`src/rtl/dsm_pkg.sv`:
```
// Shared types for the deep sleep entry controller.
// Assumes a two-bit mode code per domain and a five-bit configuration word.
package dsm_pkg;
    localparam int CFG_W = 5;

    typedef enum logic [1:0] {
        PM_RUN  = 2'd0,
        PM_WAIT = 2'd1,
        PM_STOP = 2'd2
    } pmode_e;

    typedef enum logic [2:0] {
        SQ_IDLE,
        SQ_GATE,
        SQ_LOWER,
        SQ_SLEEP,
        SQ_RAISE
    } seq_e;

    // bit0 enable, bit1/bit2 fast-wake-up per domain, bit3/bit4 masks
    typedef struct packed {
        logic msk_b;
        logic msk_a;
        logic fw_b;
        logic fw_a;
        logic en;
    } cfg_t;
endpackage

```
`src/rtl/dsm_cfg_regs.sv`:
```
// Configuration register with the two-mask exclusion rule.
// A write that sets both masks is dropped whole and flags a sticky error.
// Assumes a single writer; no read strobe is needed.
module dsm_cfg_regs
    import dsm_pkg::*;
(
    input  logic             clk,
    input  logic             rst_n,
    input  logic             we,
    input  logic [CFG_W-1:0] wdata,
    output cfg_t             cfg,
    output logic             err
);
    cfg_t wcfg;
    logic bad_wr;

    // decode the write word and spot a forbidden combination
    always_comb begin
        wcfg   = cfg_t'(wdata);
        bad_wr = wcfg.msk_a && wcfg.msk_b;
    end

    // hold the configuration and the sticky error flag
    always_ff @(posedge clk) begin
        if (!rst_n) begin
            cfg <= '0;
            err <= 1'b0;
        end else if (we) begin
            if (bad_wr) err <= 1'b1;
            else        cfg <= wcfg;
        end
    end


    mask_excl_chk: assert property (@(posedge clk) disable iff (!rst_n)
        !(cfg.msk_a && cfg.msk_b));


    err_sticky_chk: assert property (@(posedge clk) disable iff (!rst_n)
        err |=> err);
endmodule

```
`src/rtl/dsm_trigger.sv`:
```
// Combinational entry condition for the two domains.
// A domain counts as stopped only in the non-fast-wake-up stop form.
// Assumes the mode inputs are already synchronous to clk.
module dsm_trigger
    import dsm_pkg::*;
#(
    parameter int N_DOM = 2
) (
    input  logic [N_DOM-1:0][1:0] mode,
    input  logic [N_DOM-1:0]      fw_en,
    input  logic [N_DOM-1:0]      mask,
    input  logic                  en,
    input  logic                  plls_off,
    output logic                  req
);
    logic [N_DOM-1:0] nfw_stop;
    logic [N_DOM-1:0] counts;

    // per-domain stop qualification; a masked domain no longer has to be stopped
    for (genvar d = 0; d < N_DOM; d++) begin : g_dom
        always_comb begin
            nfw_stop[d] = (mode[d] == PM_STOP) && !fw_en[d];
            counts[d]   = nfw_stop[d] || mask[d];
        end
    end

    // at least one real stopped domain must be present
    always_comb req = en && plls_off && (&counts) && (|nfw_stop);
endmodule

```
`src/rtl/dsm_seq.sv`:
```
// Entry and exit sequencer: gate clocks, settle, lower supply, sleep, and the reverse.
// Assumes vsup_at_low is a level that follows supply_low with some delay.
module dsm_seq
    import dsm_pkg::*;
#(
    parameter int SETTLE = 4,
    parameter int WAKE_W = 4
) (
    input  logic              clk,
    input  logic              rst_n,
    input  logic              req,
    input  logic              vsup_at_low,
    input  logic [WAKE_W-1:0] wake_evt,
    input  logic [WAKE_W-1:0] wake_en,
    output logic              clk_off,
    output logic              supply_low,
    output logic              asleep
);
    localparam int CNT_W = $clog2(SETTLE + 1);
    localparam logic [CNT_W-1:0] CNT_LAST = CNT_W'(SETTLE - 1);

    seq_e             st, st_nx;
    logic [CNT_W-1:0] cnt;
    logic             wake_hit;

    // choose the next phase
    always_comb begin
        wake_hit = |(wake_evt & wake_en);
        st_nx    = st;
        unique case (st)
            SQ_IDLE:  if (req) st_nx = SQ_GATE;
            SQ_GATE:  if (!req) st_nx = SQ_IDLE;
                      else if (cnt == CNT_LAST) st_nx = SQ_LOWER;
            SQ_LOWER: if (vsup_at_low) st_nx = SQ_SLEEP;
            SQ_SLEEP: if (wake_hit) st_nx = SQ_RAISE;
            SQ_RAISE: if (!vsup_at_low) st_nx = SQ_IDLE;
            default:  st_nx = SQ_IDLE;
        endcase
    end

    // phase register and settle counter
    always_ff @(posedge clk) begin
        if (!rst_n) begin
            st  <= SQ_IDLE;
            cnt <= '0;
        end else begin
            st  <= st_nx;
            cnt <= (st == SQ_GATE) ? cnt + 1'b1 : '0;
        end
    end

    // outputs decoded from the phase
    always_comb begin
        clk_off    = (st != SQ_IDLE);
        supply_low = (st == SQ_LOWER) || (st == SQ_SLEEP);
        asleep     = (st == SQ_SLEEP);
    end


    low_needs_gate_chk: assert property (@(posedge clk) disable iff (!rst_n)
        supply_low |-> clk_off);


    sleep_needs_low_chk: assert property (@(posedge clk) disable iff (!rst_n)
        asleep |-> supply_low);


    gate_after_req_chk: assert property (@(posedge clk) disable iff (!rst_n)
        $rose(clk_off) |-> $past(req));


    release_after_ack_chk: assert property (@(posedge clk) disable iff (!rst_n)
        $fell(clk_off) |-> !$past(vsup_at_low));
endmodule

```
`src/rtl/dsm_entry_ctrl.sv`:
```
// Top of the deep sleep entry controller.
// Joins the configuration register, the entry condition and the sequencer.
// Assumes all inputs are synchronous to clk.
module dsm_entry_ctrl
    import dsm_pkg::*;
#(
    parameter int SETTLE = 4,
    parameter int WAKE_W = 4
) (
    input  logic              clk,
    input  logic              rst_n,
    input  logic [1:0]        mode_a,
    input  logic [1:0]        mode_b,
    input  logic              cfg_we,
    input  logic [4:0]        cfg_wdata,
    output logic [4:0]        cfg_q,
    output logic              cfg_err,
    input  logic              plls_off,
    input  logic              vsup_at_low,
    input  logic [WAKE_W-1:0] wake_evt,
    input  logic [WAKE_W-1:0] wake_en,
    output logic              dsm_req,
    output logic              clk_off,
    output logic              supply_low,
    output logic              asleep
);
    cfg_t cfg;

    dsm_cfg_regs u_cfg (
        .clk   (clk),
        .rst_n (rst_n),
        .we    (cfg_we),
        .wdata (cfg_wdata),
        .cfg   (cfg),
        .err   (cfg_err)
    );

    // configuration readback
    always_comb cfg_q = cfg;

    dsm_trigger #(.N_DOM(2)) u_trig (
        .mode     ({mode_b, mode_a}),
        .fw_en    ({cfg.fw_b, cfg.fw_a}),
        .mask     ({cfg.msk_b, cfg.msk_a}),
        .en       (cfg.en),
        .plls_off (plls_off),
        .req      (dsm_req)
    );

    dsm_seq #(.SETTLE(SETTLE), .WAKE_W(WAKE_W)) u_seq (
        .clk         (clk),
        .rst_n       (rst_n),
        .req         (dsm_req),
        .vsup_at_low (vsup_at_low),
        .wake_evt    (wake_evt),
        .wake_en     (wake_en),
        .clk_off     (clk_off),
        .supply_low  (supply_low),
        .asleep      (asleep)
    );
endmodule

```
`config.mk`:
```
export PLATFORM = sky130hd
export DESIGN_NAME = dsm_entry_ctrl
export DESIGN_NICKNAME = d
export VERILOG_FILES = /design/src/rtl/dsm_pkg.sv /design/src/rtl/dsm_cfg_regs.sv /design/src/rtl/dsm_trigger.sv /design/src/rtl/dsm_seq.sv /design/src/rtl/dsm_entry_ctrl.sv
export SDC_FILE = /design/constraint.sdc
export NUM_CORES = 1
export LEC_CHECK = 0
export BUFFER_PORTS_ARGS = -buffer_cell sky130_fd_sc_hd__buf_4
export CORE_MARGIN = 2
export CORE_UTILIZATION = 25
export CTS_BUF_LIST = sky130_fd_sc_hd__clkbuf_4
export DETAILED_ROUTE_END_ITERATION = 10
export MAX_ROUTING_LAYER = met4
export PLACE_DENSITY = 0.49
export SLEW_MARGIN = 0
export SYNTH_ARGS = -nofsm -noshare
export SYNTH_HDL_FRONTEND = slang
export SYNTH_HIERARCHICAL = 1
export SYNTH_SLANG_ARGS = --single-unit
```
`constraint.sdc`:
```
create_clock -name clk -period 1.5 [get_ports clk]
set_clock_uncertainty 0.1 [all_clocks]
set_input_delay 0.075 -clock clk [delete_from_list [all_inputs] [get_ports clk]]
set_output_delay 0.075 -clock clk [all_outputs]
set_load 0.1 [all_outputs]
```
# After elaboration in Yosys (flattened, before gate mapping)

Cells that the tools add are included.

Bits in registers: 12
Input bits: 22
Output and inout port bits: 10

$add $sub $neg: 1
Equality and inequality tests: 12
Multiplexer cells: 7
Bitwise logic cells: 2
Reductions and logical operators: 20

Operators by type and width:

| cell                | number |
|---|---|
| $mux 3              | 6 |
| $pmux 3 s5          | 1 |
| $eq 3x2->1 const B  | 3 |
| $reduce_and 2->1    | 4 |
| $logic_and 1x1->1   | 6 |
| $reduce_and 5->1    | 1 |
| $and 4x4->4         | 1 |
| $eq 2x2->1 const B  | 2 |
| $ne 2x1->1 const B  | 2 |
| $ne 2x2->1 const B  | 2 |
| $reduce_or 4->1     | 1 |
| $add 3x1->3 const B | 1 |
| $eq 3x1->1 const B  | 1 |
| $eq 3x3->1 const B  | 1 |
| $logic_not 3->1     | 1 |
| $logic_or 1x1->1    | 3 |
| $ne 3x3->1 const B  | 1 |
| $reduce_bool 3->1   | 1 |
| $logic_not 1->1     | 2 |
| $reduce_or 2->1     | 1 |
| $not 1->1           | 1 |

# Logic depth before layout (Yosys ltp)

Gate-level depths: netlist of the first run.

Depth in word-level cells: 8
Gate-level depth with buffers: 6
Mapped depth without buffers: 6

# Hierarchy

The synthesis of the first run kept the hierarchy.

By module, submodules not included:

| module       | instances | cells an instance | area each (um2) | sequential area each (um2) |
|---|---|---|---|---|
| dsm_seq      | 1         | 34                | 305.3           | 120.1 |
| dsm_cfg_regs | 1         | 24                | 247.7           | 120.1 |
| dsm_trigger  | 1         | 6                 | 36.3            | 0.0 |

# Least setup slack after synthesis of the first run

OpenSTA, ideal clock, no wires.

Path kind: reg-to-reg
Start: reg, netlist name u_cfg/cfg[3]
End: reg u_seq.st[1]
Setup time: 0.069 ns
Data arrival time: 3.192 ns
Required time: 1.331 ns
Path slack: -1.861 ns
Cell stages (with the launch flop): 6
Clock period less this slack: 3.361 ns
Cells stage by stage: dfxtp_1 -> o211ai_1 -> a21oi_1 -> and4b_1 -> a21oi_1 -> o21ai_1

Cells in the longest elaborated chain, start to end: 6

RTL lines:

| element                                                                | RTL line             | text |
|---|---|---|
| $logic_or 1x1->1 (*)                                                   | dsm_trigger.sv:23    | `counts[d] = nfw_stop[d] \|\| mask[d];` |
| $reduce_and 2->1 (*)                                                   | dsm_trigger.sv:28    | `always_comb req = en && plls_off && (&counts) && (\|nfw_stop);` |
| $logic_and 1x1->1 (*) (2 in a row)                                     | dsm_trigger.sv:28    |  |
| via dsm_req                                                            | dsm_entry_ctrl.sv:22 | `output logic dsm_req,` |
| $ne 3x3->1 (no source line), or another cell as far along              | -                    |  |
| $reduce_and 5->1 (no source line) / $pmux 3 s5 (equally long branches) | -                    |  |
| to (signal assigned)                                                   | dsm_seq.sv:47        | `st <= st_nx;` |
| to (decl)                                                              | dsm_seq.sv:22        | `seq_e st, st_nx;` |

Mark *: on every way through the listed nets, which the timed path passes. The rest lies on a longest branch.
A chain may end at the register's enable or synchronous reset.

# Final worst setup path of the first run

Start: reg, netlist name u_cfg/cfg[1]
End: reg u_seq.st[1]

Cells in the longest elaborated chain, start to end: 8

RTL lines:

| element                                                                | RTL line          | text |
|---|---|---|
| $logic_not 1->1 (*)                                                    | dsm_trigger.sv:22 | `nfw_stop[d] = (mode[d] == PM_STOP) && !fw_en[d];` |
| $logic_and 1x1->1 (*)                                                  | dsm_trigger.sv:22 |  |
| $logic_or 1x1->1                                                       | dsm_trigger.sv:23 |  |
| $reduce_and 2->1                                                       | dsm_trigger.sv:28 |  |
| $logic_and 1x1->1                                                      | dsm_trigger.sv:28 |  |
| $logic_and 1x1->1 (*)                                                  | dsm_trigger.sv:28 |  |
| $ne 3x3->1 (no source line), or another cell as far along              | -                 |  |
| $reduce_and 5->1 (no source line) / $pmux 3 s5 (equally long branches) | -                 |  |

Every way passes the cells marked *; elsewhere a longest branch is shown, timed or not.

==> results of run 1 <==
==> cells in the mapped netlist, drive strengths merged (2+ instances only) <==
cell	number	area (um^2)
a21oi	2	10.0
inv	3	11.3
mux2i	3	30.0
nor2b	4	25.0
o221a	2	22.5
ha	2	25.0
nand4	2	12.5
a22oi	2	25.0
dfxtp	12	240
nand2	13	48.8
and2	2	12.5
nor2	4	15.0
==> power groups by stage <==
stage	sequential, W	clock [W]	combinational (W)
3_5_place_dp	0.000342	0	0.000178
6_report	0.000334	0.000202	0.000186
3_3_place_gp	0.000341	0	0.000177
4_1_cts	0.000334	0.000214	0.000186
2_1_floorplan	0.000409	0	0.0000397
5_1_grt	0.000336	0.000236	0.000197
==> layer usage <==
metal | global-route usage | vias to the layer above
li1 | - | 302
met5 | - | -
met2 | 0.183 | 29
met3 | 0.0429 | 0
met4 | 0.0641 | 0
met1 | 0.136 | 256
==> flip-flops by register name, summed over array words and instances, names as in the netlist <==
register,flops
u_cfg/err,1
u_cfg/cfg,5
u_seq/st,3
u_seq/cnt,3
==> cell type report <==
class                   instances  area (um^2)  area share
clock buffers                   3         22.5      0.0233
multi-input cells              48          352       0.364
clock inverters                 1         3.75     0.00388
flip-flops and latches         12          256       0.265
repair buffers                 35          287       0.296
well taps                      28         35.0      0.0362
inverters                       3         11.3      0.0116
==> how the worst min path moves through the flow <==
stage	slack [ns]	to	cells past startpoint	startpoint
6_report	0.01	u_cfg/err	3	cfg_we
5_1_grt	0.002	u_cfg/cfg[3]	2	rst_n
3_5_place_dp	0.24	u_cfg/cfg[1]	3	cfg_wdata[1]
2_1_floorplan	0.11	u_cfg/cfg[0]	2	cfg_wdata[0]
4_1_cts	0.003	u_cfg/err	3	cfg_we
3_3_place_gp	0.23	u_cfg/cfg[2]	3	cfg_wdata[2]
==> cell families after synthesis <==
logic type	after synthesis	synth area share
adders and majority gates	2	0.0425
muxes	3	0.0510
DFF	12	0.408
and+or+nand+nor	32	0.293
AOI/OAI and AO/OA	11	0.178
buffers and inverters	4	0.0276
==> through the flow <==
stage | total power, W | hold slack, ns
floorplan | 0.000449 | 0.107
global placement | 0.000519 | 0.227
detailed placement | 0.000520 | 0.236
CTS | 0.000734 | 0.00337
global route | 0.000769 | 0.00187
finish | 0.000723 | 0.0108
==> critical path, stage by stage, from the launching register on <==
cell and delay (ns):
dfxtp_4 0.36, nor3b_4 0.19, o211ai_1 0.14, a21oi_4 0.18
buf_4 0.14, and4b_1 0.18, a21oi_1 0.04, o21ai_1 0.11
==> cell usage in the layout (no fill, tap or decap), types with 2 or more instances in the layout <==
| master | n |
|---|---|
| buf_4 | 30 |
| nand2_1 | 13 |
| dfxtp_1 | 7 |
| nor2b_1 | 4 |
| dfxtp_4 | 4 |
| nor2_1 | 4 |
| clkbuf_4 | 3 |
| dlygate4sd3_1 | 3 |
| mux2i_1 | 3 |
| inv_1 | 3 |
| o221a_2 | 2 |
| a22oi_2 | 2 |
| nand4_1 | 2 |
| ha_1 | 2 |
==> what timing repair did <==
item,CTS,global route
setup buffers,1,0
pin swaps,1,0
hold endpoints to repair,3,0
setup endpoints to repair,1,3
resized for setup,3,2
hold buffers,3,0
gates cloned,0,0
==> reports/summary.log, run 1 <==
[cells_and_area] final antenna diode count 0
[cells_and_area] Final Instance Count excl. Fillers 130
[synth] number of nets produced by synthesis 88
[synth] flip-flop and latch count after synthesis 12
[timing] final number of hold-violating endpoints 0
[hold_path] Tightest Hold Check Type in2reg
[timing] remaining max-slew budget at the tightest pin 0.814
[placed_design] routability-driven placement congestion ratio 0.717
[route] overall routed net length 1.44 mm
[worst_setup_path] slack of the worst reg-to-reg path -0.003 ns
[synth] fraction of registers with async set or reset after synthesis 0
[worst_setup_path] CP startpoint u_cfg/cfg[1]
[timing] TNS Setup -0.00250 ns
[power] Net Sw Frac 0.311
[worst_setup_path] maximum fanout count along the critical path 3
[route] routed length per placed instance 11.1 um
[route] antenna viol nets, final 0
[power] clock network fraction of design power 0.280
[cells_and_area] utilization of the core after routing 0.437
[die] Die Span Y 52.6 um
[worst_setup_path] endpoint kind of the worst setup timing path flop
[cells_and_area] area added between synthesis and finish 64.1%
[power] combinational power share 0.258
[worst_setup_path] critical setup path kind reg2reg
[global_route] number of global-route vias before repair 552
[placed_design] number of input and output port buffers inserted 31
[cells_and_area] number of inserted filler cells in the final layout 230
[route] router iterations before antenna repair 2
[die] placeable core region 0.00221 mm^2
[clock_network] Skew-Pair Late Insertion Delay 0.27 ns
[synth] share of synthesized area occupied by flip-flops and latches 0.408
[global_route] first-pass GRT wire length 2.30 mm
[synth] Yosys cell types 25
[cells_and_area] cell area after layout 967 um^2
[route] Vias per Instance 4.52
[power] total power per unit cell area 747 mW/mm^2
[die] effective utilization at floorplan 0.266
[synth] cell area after synthesis 589 um^2
[run] count of maximum capacitance violations 0
[route] met2 wirelength from detailed routing 636 um
[global_route] number of antenna violations at the first check in global routing 0
[global_route] grt total ovfl 0
[die] number of standard-cell rows in the floorplan 17
[clock_network] TritonCTS buffer count 3
[timing] setup repair after global routing missed its margin yes
[worst_setup_path] worst reg-to-reg path cell count 7
[route] count of routing violations after the opening detailed-route iteration 3
[timing] Finish-stage setup viols 1
[synth] number of cells produced by synthesis 64
[timing] time the worst path needs with I/O delays and setup 1.50 ns
[placed_design] instance count after placement with tap cells included 122
[power] Max rail drop VDD 0.366 mV
[clock_network] CTS tree done
[timing] final setup slack of the worst path -0.00250 ns
[timing] Least-Margin Pin Slew 0.282 ns
[worst_setup_path] R2R Path Start u_cfg/cfg[1]
[run_status] violations in the final reports setup timing
[placed_design] DP Area 881 um^2
[global_route] pin count of the biggest net entering global routing 14
[clock_network] post-CTS clock slew at the launch and capture registers of the worst setup and hold paths 0.08 ns
[synth] number of flops mapped to enable cells by yosys 0
[route] routed length on met3 132 um
[placed_design] final HPWL from detailed placement 1.13 mm
[worst_setup_path] startpoint type of the worst setup path flop
[clock_network] Clock H-tree levels 1
[route] Met1 Routed Length 668 um
[placed_design] worst slack at placement 0.102 ns
[die] die boundary width 52.6 um
[worst_setup_path] required time worst endpoint 1.60 ns
[power] share of total power in sequential cells 0.462
[worst_setup_path] Reg2Reg Capture Point u_seq/st[1]
[power] internal power 0.000498 W
[clock_network] number of sinks handled by clock tree synthesis 12
[worst_setup_path] arrival time of the worst setup path 1.60 ns
[clock_network] CTS Buffer Depth 2
[route] top sig layer met3
[synth] ys flop type dfxtp_1
[run_status] outcome complete, but fails checks
[clock_network] root buffer selected by CTS clkbuf_4
[die] I/O pin count 32
[power] switching power 0.000225 W
[synth] number of warnings issued by yosys 6
[cells_and_area] share of layout cells above drive strength 1 0.480
[route] DRC violation count after routing 0
[timing] total count of max-transition violations in the final report 0
[synth] Avg Synthesized Cell Area 9.21 um^2
[timing] fraction of the cycle the final worst path needs 1.00
[route] via count of the routed design 587
[cells_and_area] final layout net count 127
[global_route] global router's overall resource usage 0.120
[die] die area 0.00276 mm^2
[timing] highest achievable clock rate 666 MHz
[worst_setup_path] destination of the critical timing path u_seq/st[1]
[power] Leakage 0.443 nW
(Power assumes the default switching activity.)
==> run 2: changes to the inputs <==
--- a/config.mk
+++ b/config.mk
@@ -12,8 +12,10 @@
 export DETAILED_ROUTE_END_ITERATION = 10
 export MAX_ROUTING_LAYER = met4
 export PLACE_DENSITY = 0.49
+export RECOVER_POWER = 100
 export SLEW_MARGIN = 0
 export SYNTH_ARGS = -nofsm -noshare
 export SYNTH_HDL_FRONTEND = slang
 export SYNTH_HIERARCHICAL = 1
 export SYNTH_SLANG_ARGS = --single-unit
+export TNS_END_PERCENT = 10
==> run 2 against run 1 <==
The run still ends with setup timing left. Global-route usage grew 0.13 points. Die area is the same. Count of clock-buffer cells in the layout is the same. Non-clock buffer count shrank 1. Routed wire length grew 1.6%. Highest routed layer unchanged.
==> reports/summary.log, run 2 (synthesis gave the netlist of run 1 again) <==
[run_status] outcome complete, but fails checks
[run_status] violations in the final reports setup timing
[timing] highest achievable clock rate 664 MHz
[timing] remaining max-slew budget at the tightest pin 0.641
[clock_network] Clock H-tree levels 1
[clock_network] CTS tree done
[die] placeable core region 0.00221 mm^2
[route] via count of the routed design 593
[cells_and_area] share of layout cells above drive strength 1 0.465
[worst_setup_path] R2R Path Start u_cfg/cfg[1]
[route] count of routing violations after the opening detailed-route iteration 13
[cells_and_area] area added between synthesis and finish 61.4%
[run] count of maximum capacitance violations 0
[cells_and_area] final antenna diode count 0
[route] Vias per Instance 4.60
[cells_and_area] sequential cell area in the final layout 256 um^2
[worst_setup_path] startpoint type of the worst setup path flop
[worst_setup_path] maximum fanout count along the critical path 3
[timing] time the worst path needs with I/O delays and setup 1.51 ns
[power] total power per unit cell area 754 mW/mm^2
[timing] Least-Margin Pin Slew 0.541 ns
[cells_and_area] cell area after layout 951 um^2
[clock_network] number of sinks handled by clock tree synthesis 12
[timing] final number of hold-violating endpoints 0
[placed_design] routability-driven placement congestion ratio 0.698
[route] router iterations before antenna repair 4
[global_route] number of antenna violations at the first check in global routing 0
[power] Max rail drop VDD 0.389 mV
[cells_and_area] number of inserted filler cells in the final layout 236
[clock_network] root buffer selected by CTS clkbuf_4
[cells_and_area] final layout net count 126
[die] I/O pin count 32
[cells_and_area] register ranked first by flip-flop count u_cfg/cfg
[global_route] met2 routing resource usage after global routing 0.200
[placed_design] final HPWL from detailed placement 1.18 mm
[worst_setup_path] destination of the critical timing path dsm_req
[clock_network] Skew-Pair Late Insertion Delay 0.27 ns
[global_route] met3 track demand over resource in global routing 0.0286
[worst_setup_path] critical setup path kind reg2out
[timing] fraction of the cycle the final worst path needs 1.00
[die] effective utilization at floorplan 0.266
[global_route] global router's overall resource usage 0.121
[global_route] first-pass GRT wire length 2.40 mm
[die] Die Span Y 52.6 um
[clock_network] TritonCTS buffer count 3
[placed_design] number of input and output port buffers inserted 31
[cells_and_area] total area of multi-input combinational cells 350 um^2
[placed_design] DP Area 880 um^2
[worst_setup_path] endpoint kind of the worst setup timing path primary output
[timing] setup repair after global routing missed its margin yes
[route] overall routed net length 1.46 mm
[global_route] pin count of the biggest net entering global routing 14
[clock_network] CTS Buffer Depth 2
[worst_setup_path] required time worst endpoint 1.32 ns
[global_route] global routing's busiest layer met2
[timing] final setup slack of the worst path -0.00654 ns
[cells_and_area] leading cell types in the layout, fill and taps excluded buf_4, nand2_1, dfxtp_1, clkbuf_4
[die] die boundary width 52.6 um
[worst_setup_path] arrival time of the worst setup path 1.33 ns
[cells_and_area] Largest register FFs 5
[timing] total count of max-transition violations in the final report 0
[power] Leakage 0.433 nW
[die] die area 0.00276 mm^2
[placed_design] worst slack at placement 0.102 ns
[clock_network] post-CTS clock slew at the launch and capture registers of the worst setup and hold paths 0.08 ns
[cells_and_area] largest registers u_cfg/cfg x5, u_seq/cnt x3, u_seq/st x3
[cells_and_area] most common cell after layout, fill and taps aside buf_4
[worst_setup_path] CP startpoint u_cfg/cfg[1]
[worst_setup_path] worst reg-to-reg path cell count 6
[hold_path] Tightest Hold Check Type in2reg
[global_route] number of global-route vias before repair 569
[die] number of standard-cell rows in the floorplan 17
[worst_setup_path] Reg2Reg Capture Point u_seq/st[1]
[route] antenna viol nets, final 0
[route] DRC violation count after routing 0
[global_route] grt total ovfl 0
[timing] Finish-stage setup viols 1
[worst_setup_path] slack of the worst reg-to-reg path 0.10 ns
[global_route] global-route met1 utilization 0.140
[route] routed length per placed instance 11.3 um
-- run 2: cell count changes in the layout (fill, tap and decap cells not counted) --
cell	previous run	this run
buf_4	30	23
clkbuf_2	0	3
clkbuf_4	3	6
and2_0	0	1
and2_2	1	0
-- run 2: metrics by stage --
stage          total power [W]  hold slack [ns]  utilization   TNS, ns  instances
4_1_cts               0.000733           0.0100        0.429   -0.0248        129
2_1_floorplan         0.000449            0.107            -     -1.13         64
5_1_grt               0.000758           0.0170        0.430   -0.0948        129
3_5_place_dp          0.000520            0.236        0.398         0        122
6_report              0.000717           0.0216        0.430  -0.00654        129
3_3_place_gp          0.000518            0.227        0.398         0        122
-- run 2: what timing repair did --
item,CTS,global route
hold buffers,3,0
resized for setup,3,2
pin swaps,1,1
endpoints found under the hold margin,3,0
setup endpoints to repair,1,3
setup buffers,0,0
-- run 2: report_power, final --
part	internal (W)	switching [W]	total (W)
clock network	0.0000961	0.000104	0.000200
registers	0.000326	0.00000841	0.000334
logic	0.0000724	0.000111	0.000183
total	0.000494	0.000223	0.000717
-- run 2: per-layer routing --
metal,up-vias,wire length [um]
met5,-,0
met4,0,0
met3,0,144
met2,29,650
met1,264,665
li1,300,-
-- run 2: worst min-delay path by stage --
stage	end	cells past startpoint	startpoint
2_1_floorplan	u_cfg/cfg[0]	2	cfg_wdata[0]
3_3_place_gp	u_cfg/cfg[2]	3	cfg_wdata[2]
3_5_place_dp	u_cfg/cfg[1]	3	cfg_wdata[1]
4_1_cts	u_cfg/err	3	cfg_we
5_1_grt	u_cfg/cfg[3]	2	rst_n
6_report	u_cfg/cfg[3]	2	rst_n
-- run 2: worst max-delay path: stages, from the launching register on --
cell and delay [ns]:
dfxtp_4 0.36, nor3b_4 0.17, o211ai_1 0.14, a21oi_4 0.20, buf_12 0.20
-- run 2: cell type report --
class                   count  share of cell area
multi-input cells          48               0.368
repair buffers             34               0.286
flip-flops and latches     12               0.270
well taps                  28              0.0368
clock buffers               3              0.0237
inverters                   3              0.0118
clock inverters             1             0.00395
